### src/rtl/bgf_pkg.sv
package bgf_pkg;
    localparam int VA_W   = 14;
    localparam int BYTE_W = 8;
    localparam int COL_W  = 5;
    localparam int ROW_W  = 3;
    localparam int TB_W   = VA_W - 1;

    typedef enum logic [2:0] {
        S_MAP_A  = 3'd0,
        S_MAP_RD = 3'd1,
        S_LO_A   = 3'd2,
        S_LO_RD  = 3'd3,
        S_HI_A   = 3'd4,
        S_HI_RD  = 3'd5,
        S_PUSH   = 3'd6
    } fstate_e;

    typedef struct packed {
        fstate_e           st;
        logic [VA_W-1:0]   map_addr;
        logic [BYTE_W-1:0] tile;
        logic              bank;
        logic              flip;
        logic              mode_u;
        logic [ROW_W-1:0]  row;
        logic [BYTE_W-1:0] lo;
        logic [BYTE_W-1:0] hi;
        logic              win_prev;
    } fetch_regs_t;
endpackage

### src/rtl/bgf_map_addr.sv
module bgf_map_addr
    import bgf_pkg::*;
#(
    parameter logic [VA_W-1:0] MAP_BASE_LO = 14'h1800,
    parameter logic [VA_W-1:0] MAP_BASE_HI = 14'h1C00
) (
    input  logic              bg_map_hi,
    input  logic              win_map_hi,
    input  logic              win_mode,
    input  logic [BYTE_W-1:0] scroll_x,
    input  logic [BYTE_W-1:0] fetch_pos,
    input  logic [4:0]        y_group,
    input  logic [COL_W-1:0]  win_col,
    output logic [VA_W-1:0]   map_addr
);
    logic             use_hi;
    logic [COL_W-1:0] bg_col;
    logic [COL_W-1:0] col;

    always_comb begin
        use_hi   = win_mode ? win_map_hi : bg_map_hi;
        bg_col   = COL_W'((scroll_x + fetch_pos + BYTE_W'(8)) >> 3);
        col      = win_mode ? win_col : bg_col;
        map_addr = (use_hi ? MAP_BASE_HI : MAP_BASE_LO)
                 + VA_W'({y_group, col});
    end
endmodule

### src/rtl/bgf_data_addr.sv
module bgf_data_addr
    import bgf_pkg::*;
#(
    parameter logic [TB_W-1:0] SIGNED_BIAS = 13'h1000
) (
    input  logic [BYTE_W-1:0] tile,
    input  logic              bank,
    input  logic              mode_u,
    input  logic [ROW_W-1:0]  row,
    input  logic              plane_hi,
    output logic [VA_W-1:0]   addr
);
    logic [TB_W-1:0] base;

    always_comb begin
        if (mode_u) begin
            base = {1'b0, tile, 4'b0000};
        end else begin
            base = {tile[BYTE_W-1], tile, 4'b0000} + SIGNED_BIAS;
        end
        addr = {bank, base + TB_W'({row, plane_hi})};
    end
endmodule

### src/rtl/bgf_win_col.sv
module bgf_win_col
    import bgf_pkg::*;
(
    input  logic             clk,
    input  logic             rst,
    input  logic             clear,
    input  logic             step,
    output logic [COL_W-1:0] col
);
    logic [COL_W-1:0] col_d, col_q;

    always_comb begin
        col_d = col_q;
        if (clear) begin
            col_d = '0;
        end else if (step) begin
            col_d = col_q + COL_W'(1);
        end
    end

    always_ff @(posedge clk) begin
        if (rst) col_q <= '0;
        else     col_q <= col_d;
    end

    assign col = col_q;
endmodule

### src/rtl/bg_tile_fetcher.sv
module bg_tile_fetcher
    import bgf_pkg::*;
#(
    parameter logic [VA_W-1:0] MAP_BASE_LO = 14'h1800,
    parameter logic [VA_W-1:0] MAP_BASE_HI = 14'h1C00,
    parameter logic [TB_W-1:0] SIGNED_BIAS = 13'h1000
) (
    input  logic              clk,
    input  logic              rst,
    input  logic              bg_map_hi,
    input  logic              win_map_hi,
    input  logic              tile_mode_unsigned,
    input  logic              win_active,
    input  logic              line_start,
    input  logic [BYTE_W-1:0] scroll_x,
    input  logic [BYTE_W-1:0] line_y,
    input  logic [BYTE_W-1:0] fetch_pos,
    output logic [VA_W-1:0]   vram_addr,
    output logic              vram_rd,
    input  logic [BYTE_W-1:0] vram_data,
    input  logic              attr_bank,
    input  logic              attr_flip,
    output logic              push_valid,
    input  logic              push_ready,
    output logic [BYTE_W-1:0] push_lo,
    output logic [BYTE_W-1:0] push_hi
);
    fetch_regs_t      r_d, r_q;
    logic [VA_W-1:0]  map_addr_c;
    logic [VA_W-1:0]  data_addr_c;
    logic [COL_W-1:0] win_col;
    logic             accept;
    logic             win_rise;
    logic [ROW_W-1:0] row_c;
    fstate_e          cur_st;

    assign cur_st   = r_q.st;
    assign accept   = (r_q.st == S_PUSH) && push_ready;
    assign win_rise = win_active && !r_q.win_prev;

    bgf_map_addr #(
        .MAP_BASE_LO(MAP_BASE_LO),
        .MAP_BASE_HI(MAP_BASE_HI)
    ) u_map (
        .bg_map_hi (bg_map_hi),
        .win_map_hi(win_map_hi),
        .win_mode  (win_active),
        .scroll_x  (scroll_x),
        .fetch_pos (fetch_pos),
        .y_group   (line_y[7:3]),
        .win_col   (win_col),
        .map_addr  (map_addr_c)
    );

    bgf_data_addr #(
        .SIGNED_BIAS(SIGNED_BIAS)
    ) u_dat (
        .tile    (r_q.tile),
        .bank    (r_q.bank),
        .mode_u  (r_q.mode_u),
        .row     (r_q.row),
        .plane_hi(r_q.st == S_HI_RD),
        .addr    (data_addr_c)
    );

    bgf_win_col u_col (
        .clk  (clk),
        .rst  (rst),
        .clear(line_start),
        .step (accept && win_active),
        .col  (win_col)
    );

    always_comb begin
        row_c      = line_y[2:0] ^ {ROW_W{r_q.flip}};
        r_d        = r_q;
        r_d.win_prev = win_active;
        unique case (r_q.st)
            S_MAP_A: begin
                r_d.map_addr = map_addr_c;
                r_d.st       = S_MAP_RD;
            end
            S_MAP_RD: begin
                r_d.tile = vram_data;
                r_d.bank = attr_bank;
                r_d.flip = attr_flip;
                r_d.st   = S_LO_A;
            end
            S_LO_A: begin
                r_d.mode_u = tile_mode_unsigned;
                r_d.row    = row_c;
                r_d.st     = S_LO_RD;
            end
            S_LO_RD: begin
                r_d.lo = vram_data;
                r_d.st = S_HI_A;
            end
            S_HI_A: begin
                r_d.mode_u = tile_mode_unsigned;
                r_d.row    = row_c;
                r_d.st     = S_HI_RD;
            end
            S_HI_RD: begin
                if (win_rise) begin
                    r_d.st = S_MAP_A;
                end else begin
                    r_d.hi = vram_data;
                    r_d.st = S_PUSH;
                end
            end
            S_PUSH: begin
                if (push_ready) r_d.st = S_MAP_A;
            end
            default: r_d.st = S_MAP_A;
        endcase
    end

    always_ff @(posedge clk) begin
        if (rst) begin
            r_q          <= '0;
            r_q.st       <= S_MAP_A;
        end else begin
            r_q <= r_d;
        end
    end

    always_comb begin
        vram_rd   = 1'b0;
        vram_addr = '0;
        unique case (r_q.st)
            S_MAP_RD: begin
                vram_rd   = 1'b1;
                vram_addr = r_q.map_addr;
            end
            S_LO_RD, S_HI_RD: begin
                vram_rd   = 1'b1;
                vram_addr = data_addr_c;
            end
            default: ;
        endcase
    end

    assign push_valid = (r_q.st == S_PUSH);
    assign push_lo    = r_q.lo;
    assign push_hi    = r_q.hi;
endmodule

### config.mk
export PLATFORM = sky130hd
export DESIGN_NAME = bg_tile_fetcher
export DESIGN_NICKNAME = d
export VERILOG_FILES = /design/src/rtl/bgf_pkg.sv /design/src/rtl/bgf_map_addr.sv /design/src/rtl/bgf_data_addr.sv /design/src/rtl/bgf_win_col.sv /design/src/rtl/bg_tile_fetcher.sv
export SDC_FILE = /design/constraint.sdc
export NUM_CORES = 1
export LEC_CHECK = 0
export ABC_AREA = 0
export BUFFER_PORTS_ARGS = -buffer_cell sky130_fd_sc_hd__buf_2
export CELL_PAD_IN_SITES_DETAIL_PLACEMENT = 0
export CELL_PAD_IN_SITES_GLOBAL_PLACEMENT = 1
export CORE_ASPECT_RATIO = 0.7
export CORE_UTILIZATION = 42
export CTS_BUF_LIST = sky130_fd_sc_hd__clkbuf_4 sky130_fd_sc_hd__clkbuf_8
export CTS_CLUSTER_DIAMETER = 30
export CTS_CLUSTER_SIZE = 10
export DETAILED_ROUTE_END_ITERATION = 7
export HOLD_SLACK_MARGIN = 0.02
export PLACE_DENSITY_LB_ADDON = 0.25
export SETUP_SLACK_MARGIN = 0.3
export SYNTH_ARGS = -nofsm -noshare
export SYNTH_HDL_FRONTEND = slang
export SYNTH_SLANG_ARGS = --single-unit
### constraint.sdc
create_clock -name clk -period 3.35 [get_ports clk]
set_input_delay 0.335 -clock clk [delete_from_list [all_inputs] [get_ports clk]]
set_output_delay 0.335 -clock clk [all_outputs]
set_load 0.02 [all_outputs]
Word-level counts from Yosys, hierarchy flattened:

Index checks and enable logic that the tools add are counted.

* output and inout bits: 32
* word-level logic and storage cells: 45
* bits in registers: 53

* bitwise logic cells: 2
* mux-type cells: 9
* $add $sub $neg: 6
* equal/unequal tests: 7
* reduce and logical (&&, ||, !) cells: 10

Operator list (count)
* 14-bit one-hot mux with 2 select lines: 1
* 3-bit one-hot mux with 7 select lines: 1
* 13-bit by 10-bit adder with 14-bit output: 1
* 13-bit adder, second input constant: 1
* 13-bit by 4-bit adder with 13-bit output: 1
* 13-bit 2-to-1 mux: 1
* 11-bit 2-to-1 mux: 1
* 3-bit == test, second input constant: 3
* 8-bit by 4-bit adder with 8-bit output, second input constant: 1
* 8-bit adder: 1
* 3-bit by 2-bit == test with 1-bit output, second input constant: 2
* 3-bit 2-to-1 mux: 2
* 2-bit OR reduction: 3
* 5-bit by 1-bit adder with 5-bit output, second input constant: 1
* 5-bit 2-to-1 mux: 1
* 3-bit by 1-bit == test with 1-bit output, second input constant: 1
* 1-bit logical AND: 3
* 3-bit zero test: 1
* 3-bit OR reduction: 1
* 3-bit bitwise XOR: 1
* 1-bit 2-to-1 mux: 2
* 2-bit by 1-bit inequality test with 1-bit output, second input constant: 1
* 2-bit AND reduction: 1
* 1-bit zero test: 1
* 1-bit inverter: 1

Logic depth before layout (Yosys ltp):

* depth in word-level cells: 4
* gate-level depth with buffers: 9
* mapped depth without buffers: 9

Cells and area by module:

A second synthesis with hierarchy kept.

* cells, all modules: 345
* area, all modules: 2997.9 um^2

Modules (own cells, without submodules)
* bg_tile_fetcher: cells each 249, instances 1, area an instance 2177.1 um^2
* bgf_map_addr: cells each 59, instances 1, area an instance 464.2 um^2
* bgf_win_col: cells each 23, instances 1, area an instance 255.2 um^2
* bgf_data_addr: cells each 14, instances 1, area an instance 101.3 um^2

Worst setup path after synthesis:

OpenSTA, ideal clock, no wires.

* kind: input-to-reg
* start point: input scroll_x[2]
* end point: register r_q[34] in the netlist's numbering
* buffers on the path: 0
* setup time: 0.086 ns
* setup slack: 1.424 ns
* stages on the path: 7
* arrival: 1.840 ns
* cells stage by stage: ha_1 -> ha_1 -> a41o_1 -> a21oi_1 -> o21ai_0 -> xnor2_1 -> a211oi_1

* cells in the longest elaborated chain, start to end: 4

Ends and longest elaborated chain
* start, declared: line bg_tile_fetcher.sv:15 `input logic [BYTE_W-1:0] scroll_x,`
* 8-bit adder: line bgf_map_addr.sv:22 `bg_col = COL_W'((scroll_x + fetch_pos + BYTE_W'(8)) >> 3);`
* 8-bit by 4-bit adder with 8-bit output: line bgf_map_addr.sv:22
* 5-bit 2-to-1 mux: line bgf_map_addr.sv:23 `col = win_mode ? win_col : bg_col;`
* 13-bit by 10-bit adder with 14-bit output: line bgf_map_addr.sv:25 `+ VA_W'({y_group, col});`
* end signal, assigned: line bg_tile_fetcher.sv:123 `r_q <= r_d;`
* end, declared: line bg_tile_fetcher.sv:28 `fetch_regs_t r_d, r_q;`

Every way passes these cells.
A chain may end at the register's enable or synchronous reset.

Worst setup path in the final report:

* start point: register r_q (netlist bit cur_st[0])
* end point: output vram_addr[10]

* cells in the longest elaborated chain, start to end: 3
* elaborated cells on any way between the ends: 6

Ends and longest elaborated chain
* 3-bit == test / 3-bit by 2-bit == test with 1-bit output (equally long branches): line bg_tile_fetcher.sv:62, bg_tile_fetcher.sv:130
* 13-bit by 4-bit adder with 13-bit output / 2-bit OR reduction (equally long branches): line bgf_data_addr.sv:21, bg_tile_fetcher.sv:130
* 14-bit one-hot mux with 2 select lines (*): line bg_tile_fetcher.sv:130 `unique case (r_q.st)`
* end, declared: line bg_tile_fetcher.sv:18 `output logic [VA_W-1:0] vram_addr,`

Mark *: on every way between the ends. The rest lies on a longest branch, timed or not.

==> results by group <==
Clocking
  – Number of setup buffers added after CTS: 0
  – Clock buffer depth: 2
  – Clock slew at reported path FFs: 90 ps
  – CTS H-Tree Depth: 2
  – TritonCTS buffer count: 5
  – CTS resizes: 0
  – CTS root buffer: clkbuf_8
  – CTS tree: yes
  – Clock sink count: 51
  – Hold bufs inserted after CTS: 0
  – Worst skew pair latency: 300 ps

Status
  – Violated checks: DRC
  – Status: complete, but fails checks

Floorplan
  – Cell Rows: 23
  – Core area: 5727 µm²
  – Die Y: 66.65 µm
  – Die ar.: 6288 µm²
  – Top Ports: 74
  – Die width: 94.35 µm
  – Initial Util: 0.4378

Worst setup path
  – Max stage delay cell, worst path: dfxtp_1
  – CP startpoint kind: register
  – Worst path cell trace: nand2b_1, nor2_1, buf_4, a22o_1, buf_2
  – Crit path buf inv count: 2
  – Crit path kind: register to output pin
  – Setup crit end kind: output pin
  – Crit path depth: 5
  – Peak fanout along the critical path: 16
  – R2R cell count: 4
  – WP data required: 3010 ps
  – Cell family with most CP delay: simple AND/OR/NAND/NOR gates
  – Arrival time worst endpoint: 2150 ps
  – Max stage delay on crit path: about 530 ps

Layout
  – Nets: 391
  – P&R area growth vs syn: 14.57%
  – Commonest non-fill, non-tap cell in the layout: buf_2
  – Layout cells sized above 1: 0.2574
  – Filler Cells Inserted: ~590
  – Most frequent cells in the layout: 73 x buf_2, 51 x dfxtp_1, 38 x nand2_1, 36 x nor2_1
  – Final Util: 0.5016
  – Antenna diode count: 0

Worst hold path
  – Min-Delay Path Depth: 2
  – Hold crit path type: input pin to register

Detailed routing
  – Highest Signal Layer: met4
  – Via density: 4.981
  – Met3 WL: about 260 µm
  – Detail Route met2 WL: between 2000 and 2500 µm
  – Drt total wl: 5519 µm
  – Post-route ant nets: 0
  – Initial DRC count: 114
  – TritonRoute pass-1 iters: 6
  – WL per Instance: 13.36 µm
  – Sum of routed wire segments on met1: 2952 µm
  – Remaining DRCs: 2
  – Via count: 2057

Synthesis
  – Number of synthesized flops with an enable pin: 0
  – Mapped Nets: roughly 340
  – Synthesis Warnings: 0
  – Syn avg cell area: 8.676 µm²
  – Distinct cells, synth: 34
  – Syn Std Cell Area: approximately 2500 µm²
  – Register area share after synthesis: 0.4072
  – Post-Syn Instances: 289
  – Post-synth ARST share: 0
  – Top_reg_cell synth: dfxtp_1
  – Yosys reg bits: 51

Pwr
  – Power, Total: 1283 µW
  – Leakage Power: 0.001391 µW
  – Peak VDD IR: 0.2449 mV
  – Power density cells: between 400 and 500 nW/µm²

Timing
  – # setup viols final: 0
  – Final setup TNS: 0 ps
  – Fin crit period: 2481 ps
  – Rel. slew slack: 0.3589
  – Final Cycle Share: 0.7405
  – RSZ-0062 raised after global routing: no
  – Slew of the pin with the lowest slew margin: a little under 1000 ps
  – Max Freq: between 400 and 500 MHz
  – Max-slew violation count: 0
  – Max Clock Skew: 7.653 ps
  – Endpoints failing hold: 0

Placement
  – RePlAce Congestion: approximately 0.8
  – Final HPWL DP: between 3000 and 4000 µm
  – I/O Buffers: 73

Global routing
  – Number of global-route vias before repair: between 1500 and 2000
  – Largest net degree at the start of global routing: 52
  – Total GRT Usage: 0.1868
  – Grt ovf: 0
  – Initial antenna violation count: 0
  – Global-route wire length before repair: 8976 µm

Flow run
  – Max-capacitance violation count: 0
-- sequential cells by signal (all words and copies together) (netlist names) --
name       cells
push_hi        8
push_lo        8
r_q           27
cur_st         3
u_col.col      5
-- through the flow --
step                setup WS [ps]  instances  hold slack, ps  cell area [µm²]
global route                647.5        413           248.7             2873
detailed placement           1140        405           445.5             2784
global placement             1191        405           441.7             2784
finish                      869.4        413           265.7             2873
CTS                         844.9        413           251.7             2873
floorplan                    1424        289           412.4             2507
-- worst paths after layout --
| kind | startpoint | end | slack [ps] |
|---|---|---|---|
| setup / recovery | cur_st[0] | vram_addr[10] | 870 |
| hold / removal | line_start | u_col.col[2] | 270 |
| setup reg to reg | cur_st[0] | r_q[35] | 1480 |
| hold reg to reg | r_q[28] | r_q[28] | 460 |
-- final cells by class --
cell class                      count  area, µm²  area share
Tap cell                           75      93.84     0.03267
Sequential cell                    51       1021      0.3554
Inverter                            6      22.52    0.007840
Multi-Input combinational cell    198       1266      0.4408
Clock buffer                        6      76.32     0.02657
Timing Repair Buffer               75      380.4      0.1324
Clock inverter                      2      12.51    0.004355
-- routing by layer --
metal | global-route usage | up-vias
met5 | 0 | -
met1 | 0.2796 | 943
li1 | - | 1068
met2 | 0.2636 | 44
met3 | 0.05023 | 2
met4 | 0.03462 | 0
-- cells in the mapped netlist, types with 2 or more instances --
cell / n / area share
nor3_2: 2 / 0.0080
buf_4: 16 / 0.048
nand4_1: 3 / 0.0075
a211oi_1: 8 / 0.024
mux2i_1: 20 / 0.080
ha_1: 12 / 0.060
nor3_1: 8 / 0.016
dfxtp_1: 51 / 0.41
nor2b_1: 2 / 0.0050
nand3b_1: 4 / 0.012
buf_2: 2 / 0.0040
clkbuf_1: 14 / 0.021
inv_1: 6 / 0.0090
a21oi_1: 20 / 0.040
a31oi_1: 2 / 0.0050
xnor2_1: 11 / 0.038
and3_1: 2 / 0.0050
o21ai_0: 4 / 0.0080
xor2_1: 3 / 0.010
nor2_1: 36 / 0.054
nand2_1: 38 / 0.057
a22o_1: 12 / 0.042
or2_2: 2 / 0.0050
-- worst register-to-register path, cell delays in order (launching register included) --
cell,delay (ps)
dfxtp_1,420
or3_1,570
or4_1,530
o221ai_1,180
nor2_1,70
-- cell families (layout without fill, tap and decap cells) --
group,after synthesis,count (layout),synth area share
muxes,20,20,0.07984
DFF,51,51,0.4072
AOI/OAI and AO/OA,51,51,0.1367
buffers and inverters,40,89,0.08782
and+or+nand+nor,101,101,0.1796
adders and majority gates,12,12,0.05988
xor gates and xnor gates,14,14,0.04890
-- where the power goes --
part | internal (µW) | switching [µW] | total [µW]
combinational | 111 | 152 | 263
clock | 154 | 196 | 351
sequential | 643 | 26.3 | 669
No activity file was read; power rests on OpenSTA's default activity.
